<file path="src/rtl/alu_pkg.sv">
package alu_pkg;

    localparam int DATA_W  = 32;
    localparam int FUNC_W  = 6;
    localparam int SHAMT_W = $clog2(DATA_W);

    localparam logic [FUNC_W-1:0] FN_SLL  = 6'h00;
    localparam logic [FUNC_W-1:0] FN_SRL  = 6'h02;
    localparam logic [FUNC_W-1:0] FN_SRA  = 6'h03;
    localparam logic [FUNC_W-1:0] FN_SLLV = 6'h04;
    localparam logic [FUNC_W-1:0] FN_SRLV = 6'h06;
    localparam logic [FUNC_W-1:0] FN_SRAV = 6'h07;
    localparam logic [FUNC_W-1:0] FN_ADD  = 6'h20;
    localparam logic [FUNC_W-1:0] FN_ADDU = 6'h21;
    localparam logic [FUNC_W-1:0] FN_SUB  = 6'h22;
    localparam logic [FUNC_W-1:0] FN_SUBU = 6'h23;
    localparam logic [FUNC_W-1:0] FN_AND  = 6'h24;
    localparam logic [FUNC_W-1:0] FN_OR   = 6'h25;
    localparam logic [FUNC_W-1:0] FN_XOR  = 6'h26;
    localparam logic [FUNC_W-1:0] FN_NOR  = 6'h27;
    localparam logic [FUNC_W-1:0] FN_SLT  = 6'h2A;
    localparam logic [FUNC_W-1:0] FN_SLTU = 6'h2B;

    typedef enum logic [3:0] {
        OP_ARITH,
        OP_AND,
        OP_OR,
        OP_XOR,
        OP_NOR,
        OP_LESS,
        OP_SHIFT,
        OP_NONE
    } alu_op_e;

    typedef enum logic [1:0] {
        SH_LEFT,
        SH_RIGHT_LOG,
        SH_RIGHT_ARI
    } shift_kind_e;

    typedef struct packed {
        alu_op_e     op;
        logic        subtract;
        logic        trapping;
        logic        unsigned_cmp;
        shift_kind_e shift_kind;
        logic        shift_by_reg;
        logic        bad_code;
    } alu_ctrl_t;

endpackage

</file>
<file path="src/rtl/alu_decode.sv">
module alu_decode
    import alu_pkg::*;
(
    input  logic [FUNC_W-1:0] func,
    output alu_ctrl_t         ctrl
);

    always_comb begin
        ctrl              = '0;
        ctrl.op           = OP_NONE;
        ctrl.shift_kind   = SH_LEFT;
        unique case (func)
            FN_ADD:  begin ctrl.op = OP_ARITH; ctrl.trapping = 1'b1; end
            FN_ADDU: begin ctrl.op = OP_ARITH; end
            FN_SUB:  begin ctrl.op = OP_ARITH; ctrl.subtract = 1'b1; ctrl.trapping = 1'b1; end
            FN_SUBU: begin ctrl.op = OP_ARITH; ctrl.subtract = 1'b1; end
            FN_AND:  ctrl.op = OP_AND;
            FN_OR:   ctrl.op = OP_OR;
            FN_XOR:  ctrl.op = OP_XOR;
            FN_NOR:  ctrl.op = OP_NOR;
            FN_SLT:  begin ctrl.op = OP_LESS; ctrl.subtract = 1'b1; end
            FN_SLTU: begin ctrl.op = OP_LESS; ctrl.subtract = 1'b1; ctrl.unsigned_cmp = 1'b1; end
            FN_SLL:  begin ctrl.op = OP_SHIFT; ctrl.shift_kind = SH_LEFT; end
            FN_SRL:  begin ctrl.op = OP_SHIFT; ctrl.shift_kind = SH_RIGHT_LOG; end
            FN_SRA:  begin ctrl.op = OP_SHIFT; ctrl.shift_kind = SH_RIGHT_ARI; end
            FN_SLLV: begin ctrl.op = OP_SHIFT; ctrl.shift_kind = SH_LEFT; ctrl.shift_by_reg = 1'b1; end
            FN_SRLV: begin ctrl.op = OP_SHIFT; ctrl.shift_kind = SH_RIGHT_LOG; ctrl.shift_by_reg = 1'b1; end
            FN_SRAV: begin ctrl.op = OP_SHIFT; ctrl.shift_kind = SH_RIGHT_ARI; ctrl.shift_by_reg = 1'b1; end
            default: begin ctrl.op = OP_NONE; ctrl.bad_code = 1'b1; end
        endcase
    end

    // only the catch-all class may carry the bad-code mark
    always_comb begin
        a_r9_bad_code_class : assert (!ctrl.bad_code || ctrl.op == OP_NONE);
    end

endmodule

</file>
<file path="src/rtl/alu_addsub.sv">
module alu_addsub
    import alu_pkg::*;
#(
    parameter int W = DATA_W
) (
    input  logic [W-1:0] a,
    input  logic [W-1:0] b,
    input  logic         subtract,
    output logic [W-1:0] sum,
    output logic         signed_ovf,
    output logic         less_signed,
    output logic         less_unsigned
);

    logic [W-1:0] b_eff;
    logic [W:0]   wide;

    always_comb begin
        b_eff         = subtract ? ~b : b;
        wide          = {1'b0, a} + {1'b0, b_eff} + {{W{1'b0}}, subtract};
        sum           = wide[W-1:0];
        signed_ovf    = (a[W-1] == b_eff[W-1]) && (sum[W-1] != a[W-1]);
        less_signed   = sum[W-1] ^ signed_ovf;
        less_unsigned = ~wide[W];
    end

endmodule

</file>
<file path="src/rtl/alu_shifter.sv">
module alu_shifter
    import alu_pkg::*;
#(
    parameter int W  = DATA_W,
    parameter int SW = $clog2(W)
) (
    input  logic [W-1:0]  value,
    input  logic [SW-1:0] amount,
    input  shift_kind_e   kind,
    output logic [W-1:0]  shifted
);

    logic [W-1:0] stage [SW+1];
    logic         fill;
    logic         go_left;

    assign fill     = (kind == SH_RIGHT_ARI) ? value[W-1] : 1'b0;
    assign go_left  = (kind == SH_LEFT);
    assign stage[0] = value;

    for (genvar i = 0; i < SW; i++) begin : g_stage
        localparam int STEP = 1 << i;
        logic [W-1:0] left_v;
        logic [W-1:0] right_v;
        assign left_v   = {stage[i][W-1-STEP:0], {STEP{1'b0}}};
        assign right_v  = {{STEP{fill}}, stage[i][W-1:STEP]};
        assign stage[i+1] = !amount[i] ? stage[i] : (go_left ? left_v : right_v);
    end

    assign shifted = stage[SW];

endmodule

</file>
<file path="src/rtl/alu_rtype.sv">
module alu_rtype
    import alu_pkg::*;
(
    input  logic                clk,
    input  logic                rst_n,
    input  logic                in_valid,
    input  logic [FUNC_W-1:0]   func,
    input  logic [SHAMT_W-1:0]  shamt,
    input  logic [DATA_W-1:0]   rs_val,
    input  logic [DATA_W-1:0]   rt_val,
    output logic                out_valid,
    output logic [DATA_W-1:0]   result,
    output logic                wr_en,
    output logic                ovf_trap,
    output logic                illegal
);

    alu_ctrl_t           ctrl;
    logic [DATA_W-1:0]   as_sum;
    logic                as_ovf;
    logic                as_lt_s;
    logic                as_lt_u;
    logic [SHAMT_W-1:0]  sh_amount;
    logic [DATA_W-1:0]   sh_out;
    logic [DATA_W-1:0]   next_result;
    logic                next_trap;

    alu_decode i_decode (
        .func (func),
        .ctrl (ctrl)
    );

    alu_addsub #(.W(DATA_W)) i_addsub (
        .a             (rs_val),
        .b             (rt_val),
        .subtract      (ctrl.subtract),
        .sum           (as_sum),
        .signed_ovf    (as_ovf),
        .less_signed   (as_lt_s),
        .less_unsigned (as_lt_u)
    );

    assign sh_amount = ctrl.shift_by_reg ? rs_val[SHAMT_W-1:0] : shamt;

    alu_shifter #(.W(DATA_W), .SW(SHAMT_W)) i_shifter (
        .value   (rt_val),
        .amount  (sh_amount),
        .kind    (ctrl.shift_kind),
        .shifted (sh_out)
    );

    always_comb begin
        next_trap = 1'b0;
        unique case (ctrl.op)
            OP_ARITH: begin
                next_result = as_sum;
                next_trap   = ctrl.trapping && as_ovf;
            end
            OP_AND:   next_result = rs_val & rt_val;
            OP_OR:    next_result = rs_val | rt_val;
            OP_XOR:   next_result = rs_val ^ rt_val;
            OP_NOR:   next_result = ~(rs_val | rt_val);
            OP_LESS:  next_result = {{(DATA_W-1){1'b0}},
                                     ctrl.unsigned_cmp ? as_lt_u : as_lt_s};
            OP_SHIFT: next_result = sh_out;
            OP_NONE:  next_result = '0;
            default:  next_result = '0;
        endcase
    end

    always_ff @(posedge clk or negedge rst_n) begin
        if (!rst_n) begin
            out_valid <= 1'b0;
            result    <= '0;
            wr_en     <= 1'b0;
            ovf_trap  <= 1'b0;
            illegal   <= 1'b0;
        end else begin
            out_valid <= in_valid;
            wr_en     <= in_valid && !next_trap && !ctrl.bad_code;
            ovf_trap  <= in_valid && next_trap;
            illegal   <= in_valid && ctrl.bad_code;
            if (in_valid) begin
                result <= next_result;
            end
        end
    end

    // an accepted operation shows up one edge later
    a_r2_valid_follows : assert property (@(posedge clk) disable iff (!rst_n)
        in_valid |=> out_valid);

    // no flag without a valid result
    a_r2_idle_quiet : assert property (@(posedge clk) disable iff (!rst_n)
        !out_valid |-> (!wr_en && !ovf_trap && !illegal));

    // a trap never commits
    a_r3_trap_blocks_write : assert property (@(posedge clk) disable iff (!rst_n)
        ovf_trap |-> !wr_en);

    // adding operands of opposite sign cannot overflow
    a_r3_mixed_sign_add : assert property (@(posedge clk) disable iff (!rst_n)
        (in_valid && func == FN_ADD && rs_val[DATA_W-1] != rt_val[DATA_W-1]) |=> !ovf_trap);

    // non-trapping twins never raise the trap
    a_r4_no_overflow : assert property (@(posedge clk) disable iff (!rst_n)
        (in_valid && (func == FN_ADDU || func == FN_SUBU)) |=> !ovf_trap);

    // illegal code blocks the write and never traps
    a_r9_illegal_quiet : assert property (@(posedge clk) disable iff (!rst_n)
        illegal |-> (!wr_en && !ovf_trap && result == '0));

    // a valid result is either committed or flagged, exactly one way
    a_r10_one_outcome : assert property (@(posedge clk) disable iff (!rst_n)
        out_valid |-> $onehot({wr_en, ovf_trap, illegal}));

endmodule

</file>
<file path="config.mk">
export PLATFORM = sky130hd
export DESIGN_NAME = alu_rtype
export DESIGN_NICKNAME = d
export VERILOG_FILES = /design/src/rtl/alu_pkg.sv /design/src/rtl/alu_decode.sv /design/src/rtl/alu_addsub.sv /design/src/rtl/alu_shifter.sv /design/src/rtl/alu_rtype.sv
export SDC_FILE = /design/constraint.sdc
export NUM_CORES = 1
export LEC_CHECK = 0
export BUFFER_PORTS_ARGS = -buffer_cell sky130_fd_sc_hd__buf_2
export CELL_PAD_IN_SITES_DETAIL_PLACEMENT = 0
export CELL_PAD_IN_SITES_GLOBAL_PLACEMENT = 2
export CORE_MARGIN = 2
export CORE_UTILIZATION = 36
export CTS_BUF_LIST = sky130_fd_sc_hd__clkbuf_8
export CTS_CLUSTER_DIAMETER = 100
export DETAILED_ROUTE_END_ITERATION = 12
export PLACE_DENSITY_LB_ADDON = 0.25
export SKIP_CTS_REPAIR_TIMING = 1
export SYNTH_ARGS = -nofsm -noshare
export SYNTH_HDL_FRONTEND = slang
export SYNTH_HIERARCHICAL = 1
export SYNTH_SLANG_ARGS = --single-unit
export TNS_END_PERCENT = 5
</file>
<file path="constraint.sdc">
create_clock -name clk -period 1 [get_ports clk]
set_clock_uncertainty 0.05 [all_clocks]
set_input_delay 0.05 -clock clk [delete_from_list [all_inputs] [get_ports clk]]
set_output_delay 0.05 -clock clk [all_outputs]
set_load 0.005 [all_outputs]
</file>
# After elaboration in Yosys (flattened, before gate mapping)
# Index checks and enable logic that the tools add are counted.
# Widths: inputs -> output; s select.
[word_totals] out_inout_bits=36 in_bits=78 romBits=0 memories=0 ram_bits=0 regBits=36 latch_bits=0 wordCells=80
[op_classes] shifts=0 bitwise_logic=7 reduce_logical=19 eq_ne=24 mul=0 magnitude_cmp=0 div_mod_pow=0 n_addsub=2 muxes=23
[op_table] cell="$mux 32" count=11
[op_table] cell="$pmux 32 s7" count=1
[op_table] cell="$not 32->32" count=2
[op_table] cell="$eq 6x6->1 const B" count=10
[op_table] cell="$add 32x32->33" count=1
[op_table] cell="$add 33x1->33" count=1
[op_table] cell="$and 32x32->32" count=1
[op_table] cell="$or 32x32->32" count=1
[op_table] cell="$xor 32x32->32" count=1
[op_table] cell="$pmux 3 s7" count=1
[op_table] cell="$eq 6x3->1 const B" count=3
[op_table] cell="$reduce_or 16->1" count=1
[op_table] cell="$eq 4x3->1 const B" count=3
[op_table] cell="$eq 6x2->1 const B" count=2
[op_table] cell="$eq 4x2->1 const B" count=2
[op_table] cell="$mux 1" count=8
[op_table] cell="$reduce_or 2->1" count=4
[op_table] cell="$reduce_or 4->1" count=2
[op_table] cell="$logic_and 1x1->1" count=6
[op_table] cell="$logic_not 6->1" count=1
[op_table] cell="$reduce_or 6->1" count=1
[op_table] cell="$mux 5" count=1
[op_table] cell="$eq 4x1->1 const B" count=1
[op_table] cell="$logic_not 4->1" count=1
[op_table] cell="other kinds (9)" count=9

# Longest topological paths before layout
# Gate-level depths: netlist of the first run.
[depth] ltp_word=16 ltp_mapped=18 depth_no_buf=16

# Hierarchy
# Netlist of the first run, hierarchy kept.
[by_module_without_submodules] mod="alu_shifter" cells_each=713 area_per_inst_um2=4738.3 n_inst=1 seq_area_each_um2=0.0
[by_module_without_submodules] mod="alu_rtype" cells_each=449 area_per_inst_um2=3933.8 n_inst=1 seq_area_each_um2=900.9
[by_module_without_submodules] mod="alu_addsub" cells_each=278 area_per_inst_um2=2084.5 n_inst=1 seq_area_each_um2=0.0
[by_module_without_submodules] mod="alu_decode" cells_each=30 area_per_inst_um2=157.7 n_inst=1 seq_area_each_um2=0.0

# Worst setup path before layout of the first run
# OpenSTA, ideal clock, no wires.
[synth_path] kind="input-to-reg" startpoint="in func[2]" endpoint="reg result[25]" path_slack_ns=-2.638 cell_stages=16 setup_time_ns=0.126 arrival_ns=3.462 t_required_ns=0.824 path_buffers=2 cell_sequence="nand2b_1 > nor3_1 > buf_2 > clkbuf_1 > xor2_1 > ha_1 > a21o_1 > a21o_1 > o311a_1 > a41oi_4 > a31oi_4 > a41oi_1 > xnor2_1 > a22oi_2 > o22ai_1 > a221o_1"
[synth_lines] element="from (decl)" line="alu_rtype.sv:7" text="input logic [FUNC_W-1:0] func,"
[synth_lines] element="to (signal assigned)" line="alu_rtype.sv:84" text="result <= next_result;"
[synth_lines] element="to (decl)" line="alu_rtype.sv:12" text="output logic [DATA_W-1:0] result,"

==> results of run 1 <==
==> layout make-up <==
cell class                      count  area share, %
Multi-Input combinational cell   1219           57.5
Timing Repair Buffer              686           31.5
Sequential cell                    36           5.39
Tap cell                          390           2.92
Inverter                           90           2.02
Clock buffer                        5          0.412
Clock inverter                      3          0.255
==> cell families (layout without fill, tap and decap cells) <==
group	count (synthesis)	in the layout	synth area share, %
AO/OA/AOI/OAI	548	548	36.3
XOR/XNOR	62	62	4.98
adder cells (fa/ha/maj)	96	96	11.1
buffers and inverters	215	784	9.50
flip-flops	36	36	8.25
multiplexers	105	105	10.6
other	1	1	0.0344
AND/OR/NAND/NOR	407	407	19.2
==> routing by layer <==
metal	vias to the layer above	track usage, %
met5	-	0
met1	7049	49.7
li1	6712	-
met4	0	14.7
met3	142	2.28
met2	702	61.7
==> placed cells by master (no fill, tap or decap), drive strengths merged, types with 21 or more instances in the layout <==
master and instances:
nand2b 22, or3b 21, a31oi 41, nor3 34
nor2b 30, nand2 105, o21ai 112, a221o 21
dfrtp 36, mux2i 76, buf 684, a22oi 21
mux2 24, nand3 36, xor2 41, nor2 97
inv 89, xnor2 21, ha 95, a211oi 22
a21oi 77, o22ai 44
==> critical path: stages <==
cell and delay [ns]:
sky130_fd_sc_hd__buf_2 0.11, sky130_fd_sc_hd__nand2b_4 0.15, sky130_fd_sc_hd__nor3_4 0.27, sky130_fd_sc_hd__buf_12 0.18, sky130_fd_sc_hd__buf_12 0.14, sky130_fd_sc_hd__xor2_2 0.15
sky130_fd_sc_hd__ha_1 0.29, sky130_fd_sc_hd__a21oi_2 0.17, sky130_fd_sc_hd__o21ai_1 0.11, sky130_fd_sc_hd__or4_4 0.45, sky130_fd_sc_hd__o21ai_4 0.27, sky130_fd_sc_hd__o21ai_2 0.10
sky130_fd_sc_hd__o21a_2 0.24, sky130_fd_sc_hd__xor2_2 0.16, sky130_fd_sc_hd__buf_4 0.13, sky130_fd_sc_hd__mux2i_1 0.13, sky130_fd_sc_hd__o22ai_1 0.09, sky130_fd_sc_hd__a31oi_1 0.19
sky130_fd_sc_hd__buf_4 0.16, sky130_fd_sc_hd__o2bb2ai_1 0.05
==> power by group <==
| part | internal (mW) | total (mW) | switching, mW |
|---|---|---|---|
| clock | 0.738 | 1.33 | 0.588 |
| sequential | 1.49 | 1.50 | 0.0151 |
| combinational | 4.41 | 9.48 | 5.06 |
| total | 6.63 | 12.3 | 5.67 |
==> stage by stage <==
| stage | hold WS (ns) | util [%] | setup WS, ns |
|---|---|---|---|
| finish | 0.0673 | 56.2 | -2.48 |
| global route | 0.0778 | 56.2 | -2.55 |
| CTS | -0.347 | 54.0 | -2.63 |
| detailed placement | -0.0204 | 53.7 | -2.98 |
| global placement | -0.0271 | 53.7 | -2.94 |
| floorplan | -0.296 | - | -2.21 |
==> synthesized netlist by cell type (17+ instances only) <==
library cell	number	area share [%]
sky130_fd_sc_hd__nor2_1	94	3.2
sky130_fd_sc_hd__o211ai_1	17	1.2
sky130_fd_sc_hd__xnor2_1	21	1.7
sky130_fd_sc_hd__buf_2	49	2.2
sky130_fd_sc_hd__inv_1	87	3.0
sky130_fd_sc_hd__clkbuf_1	44	1.5
sky130_fd_sc_hd__nor2b_1	30	1.7
sky130_fd_sc_hd__xor2_1	41	3.3
sky130_fd_sc_hd__a22oi_1	20	1.4
sky130_fd_sc_hd__mux2i_1	75	6.9
sky130_fd_sc_hd__nand2b_1	22	1.3
sky130_fd_sc_hd__mux2_2	24	2.5
sky130_fd_sc_hd__o2bb2ai_1	17	1.4
sky130_fd_sc_hd__a21oi_1	77	3.5
sky130_fd_sc_hd__a21o_1	18	1.2
sky130_fd_sc_hd__a221o_1	21	1.9
sky130_fd_sc_hd__o22ai_1	44	2.5
sky130_fd_sc_hd__nand3_1	36	1.7
sky130_fd_sc_hd__ha_1	95	11
sky130_fd_sc_hd__dfrtp_1	36	8.3
sky130_fd_sc_hd__a31oi_1	39	2.2
sky130_fd_sc_hd__nor3_1	31	1.4
sky130_fd_sc_hd__o21ai_0	99	4.5
sky130_fd_sc_hd__nand2_1	105	3.6
sky130_fd_sc_hd__a211oi_1	19	1.3
==> final timing paths <==
check | slack (ns) | from | endpoint | cells after the start
min in group asynchronous | 0.20 | rst_n | result[24]$_DFFE_PN0P_ | 3
worst max register to register | 0.03 | result[2]$_DFFE_PN0P_ | result[2]$_DFFE_PN0P_ | 2
worst min-delay path | 0.07 | in_valid | out_valid$_DFF_PN0_ | 2
worst max-delay path | -2.48 | func[2] | result[28]$_DFFE_PN0P_ | 20
max in group asynchronous | 0.50 | rst_n | result[3]$_DFFE_PN0P_ | 3
worst min register to register | 0.43 | result[20]$_DFFE_PN0P_ | result[20]$_DFFE_PN0P_ | 1
==> registers in the layout (all words and copies together), names as in the netlist <==
signal and flops:
illegal 1, out_valid 1, result 32, wr_en 1
ovf_trap 1
==> out/summary.txt, run 1 <==
OUTCOME
--------------------------------------------------------------------------------------------------------
Outcome                                                                                     finished with violations
Violated checks                                                                             setup timing

DRT
--------------------------------------------------------------------------------------------------------
Vias after detailed routing                                                                        14600
Number of nets with antenna violations after routing                                                   0
Average vias per placed instance                                                                    6.01
Met1 wire length                                                                                25800 um
Met2 Routed Length                                                                              27500 um
DRC Markers                                                                                            0
Detailed-routed wire length on met3                                                              4080 um
Total detailed-routing wirelength                                                               60300 um
Top layer used by detailed routing                                                                  met4
Final routed wire length divided by cell count                                                   24.8 um
DRT Pass-1 Iters                                                                                       7
First-iteration detailed-routing DRC count                                                          1304

CELLS AND AREA
--------------------------------------------------------------------------------------------------------
Design area                                                                                  16700 sq um
Nets                                                                                                2212
Area taken by flip-flops and latches                                                           901 sq um
Filler cell count                                                                                   2905
Layout cells sized above 1                                                                         42.7%
Antenna Diode Count                                                                                    0
Footprint of the multi-input gates                                                            9610 sq um
Area grow syn2layout                                                                               53.1%
Filler-free cell count of the finished design                                                       2429

FLOORPLANNING
--------------------------------------------------------------------------------------------------------
FP Rows                                                                                               63
Standard cell core area                                                                      29700 sq um
Top-level I/O count                                                                                  114
Initial standard-cell utilization of the core                                                      36.7%
Chip height                                                                                       178 um
Die Area                                                                                     31700 sq um
Die width                                                                                         178 um

CTS
--------------------------------------------------------------------------------------------------------
Clock root buffer                                                                           sky130_fd_sc_hd__clkbuf_8
TritonCTS clock tree                                                                               built
Maximum level of the CTS H-tree                                                                        2
Number of buffers on the longest clock path                                                            2
Clk sink count                                                                                        36
Clock buffers created by TritonCTS                                                                     5
Post-CTS clock slew at the launch and capture registers of the worst setup and hold paths        0.08 ns
Clock latency at the later pin of the worst-skew pair                                            0.30 ns

LOGIC SYNTHESIS
--------------------------------------------------------------------------------------------------------
Async set-or-reset flop fraction in the synthesized netlist                                         100%
Count of flip-flops with a built-in enable after synthesis                                             0
Mean instance size in the synthesized netlist                                                 7.42 sq um
Yosys synthesis warning count                                                                          6
Instance count of the mapped netlist                                                                1470
Cell area after synthesis                                                                    10900 sq um
Number of nets in the synthesized netlist                                                           1644
Most common flop cell mapped by yosys                                                       sky130_fd_sc_hd__dfrtp_1
Portion of the post-synthesis area used by sequential elements                                     8.25%
Number of synthesized register bits                                                                   36
Number of distinct standard cells referenced by the synthesized netlist                              104

STA
--------------------------------------------------------------------------------------------------------
Relative slew slack                                                                                18.3%
Maximum clock frequency                                                                        0.287 GHz
Number of hold-slack violations in the final timing report                                             0
Final critical-path share of the clock period                                                       348%
Summed negative setup slack over all endpoints                                                 -78.34 ns
Min Tclk post-route                                                                              3.48 ns
Slew at the pin with the worst max-slew slack                                                    1.22 ns
Number of pins exceeding their max-slew limit in the final report                                      0
Setup slack of the critical path after layout                                                   -2.48 ns
Final setup violating endpoints                                                                       35
Setup repair after global routing missed its margin                                                 true

CRITICAL PATH
--------------------------------------------------------------------------------------------------------
Required time of the worst setup path                                                            1.14 ns
Kind of capture point of the worst setup path                                                   register
Arrival time reported for the critical path endpoint                                             3.62 ns
Highest fanout seen on the critical path                                                               7
Kind of critical path                                                                          in -> reg
Type of origin of the critical path                                                            input pin

GLOBAL ROUTE
--------------------------------------------------------------------------------------------------------
Via count of the first global-routing pass                                                         13800
Initial antenna violation count                                                                        0
Wire length of the first global-routing pass                                                    87300 um
Global route total overflow                                                                            0
Maximum number of pins on one net before global-route repair                                          37
Total routing resource utilization after global routing                                            37.0%

PWR
--------------------------------------------------------------------------------------------------------
Largest voltage drop on the vdd net                                                           0.000488 V
Power density normalized to cell area                                                        736 nW/um^2
Total design power                                                                               12.3 mW
Leakage component of the power                                                                   8.22 nW

PLACE
--------------------------------------------------------------------------------------------------------
GPL Wtd Cong                                                                                        1.05
Port buffer count                                                                                    113
Post-Place Cell Area                                                                         15900 sq um
Number of placed instances, taps included                                                           2410
DP HPWL                                                                                         50200 um

RUN
--------------------------------------------------------------------------------------------------------
Max_cap viols                                                                                          0

WORST HOLD PATH
--------------------------------------------------------------------------------------------------------
Hold WC Path Type                                                                              in -> reg

Note: power is estimated with default switching activity, not from simulation.
==> run 2, diff against run 1 <==
Settings changed: CTS_BUF_LIST sky130_fd_sc_hd__clkbuf_8 to unset.
==> out/summary.txt, run 2 (same netlist as run 1, synthesis figures left out) <==
CTS
--------------------------------------------------------------------------------------------------------
Maximum level of the CTS H-tree                                                                        2   unchanged
Clock buffers created by TritonCTS                                                                     5   unchanged
Clock root buffer                                                                           sky130_fd_sc_hd__clkbuf_16
Clock latency at the later pin of the worst-skew pair                                            0.29 ns   about the same
TritonCTS clock tree                                                                               built
Clk sink count                                                                                        36   unchanged
Post-CTS clock slew at the launch and capture registers of the worst setup and hold paths        0.06 ns   -0.02 ns
Number of buffers on the longest clock path                                                            2   unchanged

PLACE
--------------------------------------------------------------------------------------------------------
DP HPWL                                                                                         50200 um   unchanged
Port buffer count                                                                                    113   unchanged
GPL Wtd Cong                                                                                        1.05   unchanged
Worst-case setup slack after placement                                                          -2.98 ns   unchanged

FLOORPLANNING
--------------------------------------------------------------------------------------------------------
Standard cell core area                                                                      29700 sq um   unchanged
Die Area                                                                                     31700 sq um   unchanged
Initial standard-cell utilization of the core                                                      36.7%   unchanged
Die width                                                                                         178 um   unchanged
Chip height                                                                                       178 um   unchanged
Top-level I/O count                                                                                  114   unchanged
FP Rows                                                                                               63   unchanged

STA
--------------------------------------------------------------------------------------------------------
Setup slack of the critical path after layout                                                   -2.43 ns   +0.0485 ns
Slew at the pin with the worst max-slew slack                                                    1.22 ns   +0.00485 ns
Relative slew slack                                                                                18.0%   -0.32 points
Number of hold-slack violations in the final timing report                                             0   unchanged
Setup repair after global routing missed its margin                                                 true
Summed negative setup slack over all endpoints                                                 -78.99 ns   -0.651 ns
Number of pins exceeding their max-slew limit in the final report                                      0   unchanged
Final setup violating endpoints                                                                       35   unchanged
Final critical-path share of the clock period                                                       343%   -4.8 points
Maximum clock frequency                                                                        0.291 GHz   +1.4%
Min Tclk post-route                                                                              3.43 ns   -0.0485 ns

PWR
--------------------------------------------------------------------------------------------------------
Power density normalized to cell area                                                        763 nW/um^2   +3.7%
Largest voltage drop on the vdd net                                                           0.000573 V   +17%
Leakage component of the power                                                                   8.24 nW   +0.27%

CELLS AND AREA
--------------------------------------------------------------------------------------------------------
Layout cells sized above 1                                                                         42.6%   -0.098 points
Leading cell types in the layout, fill and taps excluded                                    537 x sky130_fd_sc_hd__buf_4, 113 x sky130_fd_sc_hd__buf_2, 103 x sky130_fd_sc_hd__nand2_1
Flip-flop count of the largest register, all copies and words added                                   32   unchanged
Nets                                                                                                2212   unchanged
Area grow syn2layout                                                                               53.6%
Leading cell type in the layout, fill and taps excluded                                     sky130_fd_sc_hd__buf_4
Largest Register                                                                                  result

CRITICAL PATH
--------------------------------------------------------------------------------------------------------
Crit path cell chain                                                                        buf_2 -> inv_2 -> o21ai_0 -> nor4_4 -> buf_6 -> mux2_4 -> buf_4 -> buf_4 -> nor2_1 -> mux2_2 -> a2111oi_1 -> a221oi_1 -> buf_4 -> o32a_1 -> a22oi_1 -> o22ai_1 -> a221o_1
Kind of critical path                                                                          in -> reg
Arrival time reported for the critical path endpoint                                             3.56 ns   -0.06 ns
Cell type of the slowest stage on the worst timing path                                     sky130_fd_sc_hd__a2111oi_1
Kind of capture point of the worst setup path                                                   register
Start point of the critical path                                                                 func[0]
Slowest cell delay on critical path                                                              0.59 ns   +0.14 ns
Kind of cell adding the most delay to the critical path                                     compound AO/OA/AOI/OAI gates
Required time of the worst setup path                                                            1.12 ns   -0.02 ns
Cell with the most instances on the worst path                                              sky130_fd_sc_hd__buf_4
Reg2reg start                                                                               result[2]$_DFFE_PN0P_
Number of buffer and inverter stages on the critical path                                              6   +1
Highest fanout seen on the critical path                                                               7   unchanged
Type of origin of the critical path                                                            input pin

OUTCOME
--------------------------------------------------------------------------------------------------------
Outcome                                                                                     finished with violations
Violated checks                                                                             setup timing

GLOBAL ROUTE
--------------------------------------------------------------------------------------------------------
Maximum number of pins on one net before global-route repair                                          37   unchanged
Via count of the first global-routing pass                                                         13800   +0.32%
Total routing resource utilization after global routing                                            37.1%   +0.12 points
Initial antenna violation count                                                                        0   unchanged
Wire length of the first global-routing pass                                                    87600 um   +0.36%
Global route total overflow                                                                            0   unchanged

WORST HOLD PATH
--------------------------------------------------------------------------------------------------------
Origin of the worst min-delay path                                                              in_valid
Hold WC Path Type                                                                              in -> reg

DRT
--------------------------------------------------------------------------------------------------------
Total detailed-routing wirelength                                                               60300 um   about the same
Final routed wire length divided by cell count                                                   24.8 um   about the same
DRC Markers                                                                                            0   unchanged
First-iteration detailed-routing DRC count                                                          1382   +6.0%
DRT Pass-1 Iters                                                                                       5   -2
Average vias per placed instance                                                                    5.98   -0.51%
Vias after detailed routing                                                                        14500   -0.47%
Number of nets with antenna violations after routing                                                   0   unchanged

RUN
--------------------------------------------------------------------------------------------------------
Max_cap viols                                                                                          0   unchanged

[run 2: changes by cell type in the layout (fill, tap and decap cells not counted)]
cell                        before  now
sky130_fd_sc_hd__nor3_2          7    6
sky130_fd_sc_hd__clkbuf_8        5    0
sky130_fd_sc_hd__a21oi_1        70   71
sky130_fd_sc_hd__clkbuf_16       1    6
sky130_fd_sc_hd__diode_2         0    1
sky130_fd_sc_hd__nor3_1         26   27
sky130_fd_sc_hd__a21oi_2         7    6
[run 2: where the power goes]
part	internal (mW)	switching, mW	total [mW]
clock	1.17	0.656	1.83
combinational	4.41	5.05	9.46
sequential	1.49	0.0151	1.50
[run 2: through the flow]
step                std cells  area (sq um)  hold WS [ns]  total power, mW  utilization (%)
floorplan                1470         11000        -0.296             5.72                -
global placement         2410         15900       -0.0271             10.2             53.7
detailed placement       2410         15900       -0.0204             10.3             53.7
CTS                      2418         16100        -0.325             12.1             54.2
global route             2429         16800         0.104             13.4             56.4
finish                   2430         16800        0.0869             12.8             56.4
[run 2: path summary, 6_finish.rpt]
check	endpoint	slack [ns]	cells after the start
setup / recovery	result[27]$_DFFE_PN0P_	-2.43	17
max in group asynchronous	result[3]$_DFFE_PN0P_	0.48	3
hold / removal	out_valid$_DFF_PN0_	0.09	2
setup reg to reg	result[2]$_DFFE_PN0P_	0.04	2
hold reg to reg	result[20]$_DFFE_PN0P_	0.43	1
min in group asynchronous	result[24]$_DFFE_PN0P_	0.22	3
[run 2: per-layer routing]
layer	wire length, um	GRT usage (%)
met1	26000	49.8
met5	0	0
met2	27600	61.9
met3	3870	2.30
met4	2840	14.8
[run 2: layout make-up]
| class | count | area (sq um) |
|---|---|---|
| Fill cell | 2889 | 13000 |
| Multi-Input combinational cell | 1219 | 9600 |
| Timing Repair Buffer | 686 | 5260 |
| Sequential cell | 36 | 901 |
| Tap cell | 390 | 488 |
| Inverter | 90 | 338 |
| Clock buffer | 5 | 125 |
| Clock inverter | 3 | 42.5 |
| Antenna cell | 1 | 2.50 |
==> run 3, diff against run 2 <==
Settings changed: CORE_UTILIZATION 36 to 35.
==> out/summary.txt, run 3 (same netlist as run 1, synthesis figures left out) <==
CRITICAL PATH
--------------------------------------------------------------------------------------------------------
Reg2reg setup slack                                                                              0.03 ns   about the same
Kind of critical path                                                                          in -> reg
Type of origin of the critical path                                                            input pin
Crit path cell chain                                                                        buf_8 -> buf_6 -> clkinvlp_4 -> nor3_4 -> buf_12 -> buf_12 -> xor2_2 -> ha_1 -> a211oi_2 -> nand2_1 -> o311a_1 -> a41oi_4 -> a31oi_4 -> a41oi_2 -> xnor2_1 -> a22oi_2 -> o22ai_1 -> a221o_1
Cell with the most instances on the worst path                                              sky130_fd_sc_hd__buf_12
Highest fanout seen on the critical path                                                               7   unchanged
Arrival time reported for the critical path endpoint                                             3.53 ns   -0.03 ns
Capture point of the worst reg-to-reg path                                                  result[2]$_DFFE_PN0P_
Slowest cell delay on critical path                                                              0.40 ns   -0.19 ns
Kind of capture point of the worst setup path                                                   register
R2R depth                                                                                              2   unchanged
Reg2reg start                                                                               result[2]$_DFFE_PN0P_
Required time of the worst setup path                                                            1.12 ns   about the same
Start point of the critical path                                                                 func[1]
Cell type of the slowest stage on the worst timing path                                     sky130_fd_sc_hd__o311a_1
Critical Path End                                                                           result[25]$_DFFE_PN0P_

PLACE
--------------------------------------------------------------------------------------------------------
Worst-case setup slack after placement                                                          -2.95 ns   +0.0249 ns
Port buffer count                                                                                    113   unchanged
GPL Wtd Cong                                                                                        1.04   -0.72%
Number of placed instances, taps included                                                           2419   +0.37%
DP HPWL                                                                                         50600 um   +0.76%
Post-Place Cell Area                                                                         15900 sq um   -0.13%

STA
--------------------------------------------------------------------------------------------------------
Maximum clock frequency                                                                        0.293 GHz   +0.65%
Final setup violating endpoints                                                                       37   +5.7%
Summed negative setup slack over all endpoints                                                 -76.97 ns   +2.02 ns
Final critical-path share of the clock period                                                       341%   -2.2 points
Slew at the pin with the worst max-slew slack                                                   0.662 ns   -0.563 ns
Min Tclk post-route                                                                              3.41 ns   -0.0223 ns
Setup repair after global routing missed its margin                                                 true
Number of pins exceeding their max-slew limit in the final report                                      0   unchanged
Relative slew slack                                                                                55.3%   +37 points
Setup slack of the critical path after layout                                                   -2.41 ns   +0.0223 ns
Number of hold-slack violations in the final timing report                                             0   unchanged
Minimum hold slack                                                                             0.0451 ns   -0.0417 ns

CELLS AND AREA
--------------------------------------------------------------------------------------------------------
Filler-free cell count of the finished design                                                       2441   +0.45%
Design area                                                                                  16800 sq um   +0.44%
Antenna Diode Count                                                                                    0   -1
Layout cells sized above 1                                                                         43.0%   +0.36 points
Flip-flop count of the largest register, all copies and words added                                   32   unchanged
Largest Register                                                                                  result
Leading cell type in the layout, fill and taps excluded                                     sky130_fd_sc_hd__buf_4
Area grow syn2layout                                                                               54.3%
Leading cell types in the layout, fill and taps excluded                                    540 x sky130_fd_sc_hd__buf_4, 107 x sky130_fd_sc_hd__buf_2, 104 x sky130_fd_sc_hd__nand2_1
Nets                                                                                                2218   +0.27%
Filler cell count                                                                                   3036   +5.1%

FLOORPLANNING
--------------------------------------------------------------------------------------------------------
Die width                                                                                         181 um   +1.4%
Standard cell core area                                                                      30700 sq um   +3.2%
Chip height                                                                                       181 um   +1.4%
Initial standard-cell utilization of the core                                                      35.6%   -1.1 points
FP Rows                                                                                               64   +1.6%
Die Area                                                                                     32600 sq um   +2.8%
Top-level I/O count                                                                                  114   unchanged

GLOBAL ROUTE
--------------------------------------------------------------------------------------------------------
Global route total overflow                                                                            0   unchanged
Initial antenna violation count                                                                        0   unchanged
Via count of the first global-routing pass                                                         14200   +2.7%
Wire length of the first global-routing pass                                                    87800 um   +0.16%
Total routing resource utilization after global routing                                            35.3%   -1.8 points
Maximum number of pins on one net before global-route repair                                          37   unchanged

PWR
--------------------------------------------------------------------------------------------------------
Net switching power                                                                              5.64 mW   -1.5%
Comb power frac                                                                                    73.9%   about the same
Power density normalized to cell area                                                        751 nW/um^2   -1.6%
Internal power component                                                                         7.01 mW   -0.90%
Portion of total power attributed to sequential cells                                              11.9%   +0.2 points
Leakage component of the power                                                                   8.23 nW   -0.16%
Proportion of total power due to net switching                                                     44.6%   -0.14 points
Portion of total power attributed to the clock network                                             14.2%   about the same
Largest voltage drop on the vdd net                                                           0.000792 V   +38%

OUTCOME
--------------------------------------------------------------------------------------------------------
Violated checks                                                                             setup timing
Outcome                                                                                     finished with violations

CTS
--------------------------------------------------------------------------------------------------------
Number of buffers on the longest clock path                                                            2   unchanged
TritonCTS clock tree                                                                               built
Clock root buffer                                                                           sky130_fd_sc_hd__clkbuf_16
Clk sink count                                                                                        36   unchanged
Post-CTS clock slew at the launch and capture registers of the worst setup and hold paths        0.06 ns   about the same
Clock latency at the later pin of the worst-skew pair                                            0.29 ns   about the same
Clock buffers created by TritonCTS                                                                     5   unchanged
Maximum level of the CTS H-tree                                                                        2   unchanged

DRT
--------------------------------------------------------------------------------------------------------
Final routed wire length divided by cell count                                                   24.8 um   about the same
Vias after detailed routing                                                                        14600   +0.28%
First-iteration detailed-routing DRC count                                                          1162   -16%
Total detailed-routing wirelength                                                               60600 um   +0.55%
Average vias per placed instance                                                                    5.97   -0.18%
Number of nets with antenna violations after routing                                                   0   unchanged
DRT Pass-1 Iters                                                                                       5   unchanged
DRC Markers                                                                                            0   unchanged

RUN
--------------------------------------------------------------------------------------------------------
Max_cap viols                                                                                          0   unchanged

WORST HOLD PATH
--------------------------------------------------------------------------------------------------------
Hold WC Path Type                                                                              in -> reg

[run 3: stage by stage]
step	utilization, %	total power, mW
floorplan	-	5.72
global placement	51.9	10.2
detailed placement	51.9	10.2
CTS	52.5	12.0
global route	54.9	13.3
finish	54.9	12.6
[run 3: cell type report]
| cell class | instances | area [sq um] | share of cell area [%] |
|---|---|---|---|
| repair buffers | 692 | 5330 | 31.7 |
| flip-flops and latches | 36 | 901 | 5.35 |
| clock inverters | 2 | 35.0 | 0.208 |
| inverters | 90 | 345 | 2.05 |
| multi-input cells | 1219 | 9600 | 57.0 |
| well taps | 396 | 495 | 2.94 |
| clock buffers | 6 | 129 | 0.765 |
[run 3: power groups by stage]
stage	logic [mW]	clock network, mW	registers, mW
global route	9.91	1.86	1.51
floorplan	4.19	0	1.53
global placement	8.65	0	1.53
finish	9.35	1.79	1.50
detailed placement	8.67	0	1.53
CTS	8.72	1.82	1.50
[run 3: how the worst min path moves through the flow]
stage | from | endpoint | slack [ns] | cells after the start
after floorplan | rst_n | illegal$_DFF_PN0_ | -0.30 | 0
after global placement | rst_n | result[30]$_DFFE_PN0P_ | -0.03 | 2
after detailed placement | rst_n | result[30]$_DFFE_PN0P_ | -0.03 | 2
after CTS | rst_n | result[23]$_DFFE_PN0P_ | -0.33 | 2
after global routing | in_valid | out_valid$_DFF_PN0_ | 0.07 | 2
final | in_valid | out_valid$_DFF_PN0_ | 0.05 | 2
[run 3: critical path, delay by kind of cell]
family	cells	cell delay, ns
AO/OA/AOI/OAI	8	2.00
buffers and inverters	5	0.58
adder cells (fa/ha/maj)	1	0.32
AND/OR/NAND/NOR	2	0.29
XOR/XNOR	2	0.27
[run 3: routing by layer]
layer  vias up  global-route usage, %  wire length (um)
met4         0                   16.3              2860
met2       707                   57.8             27600
met3       134                   4.65              4450
met1      7014                   46.0             25700
li1       6722                      -                 -
met5         -                      0                 0
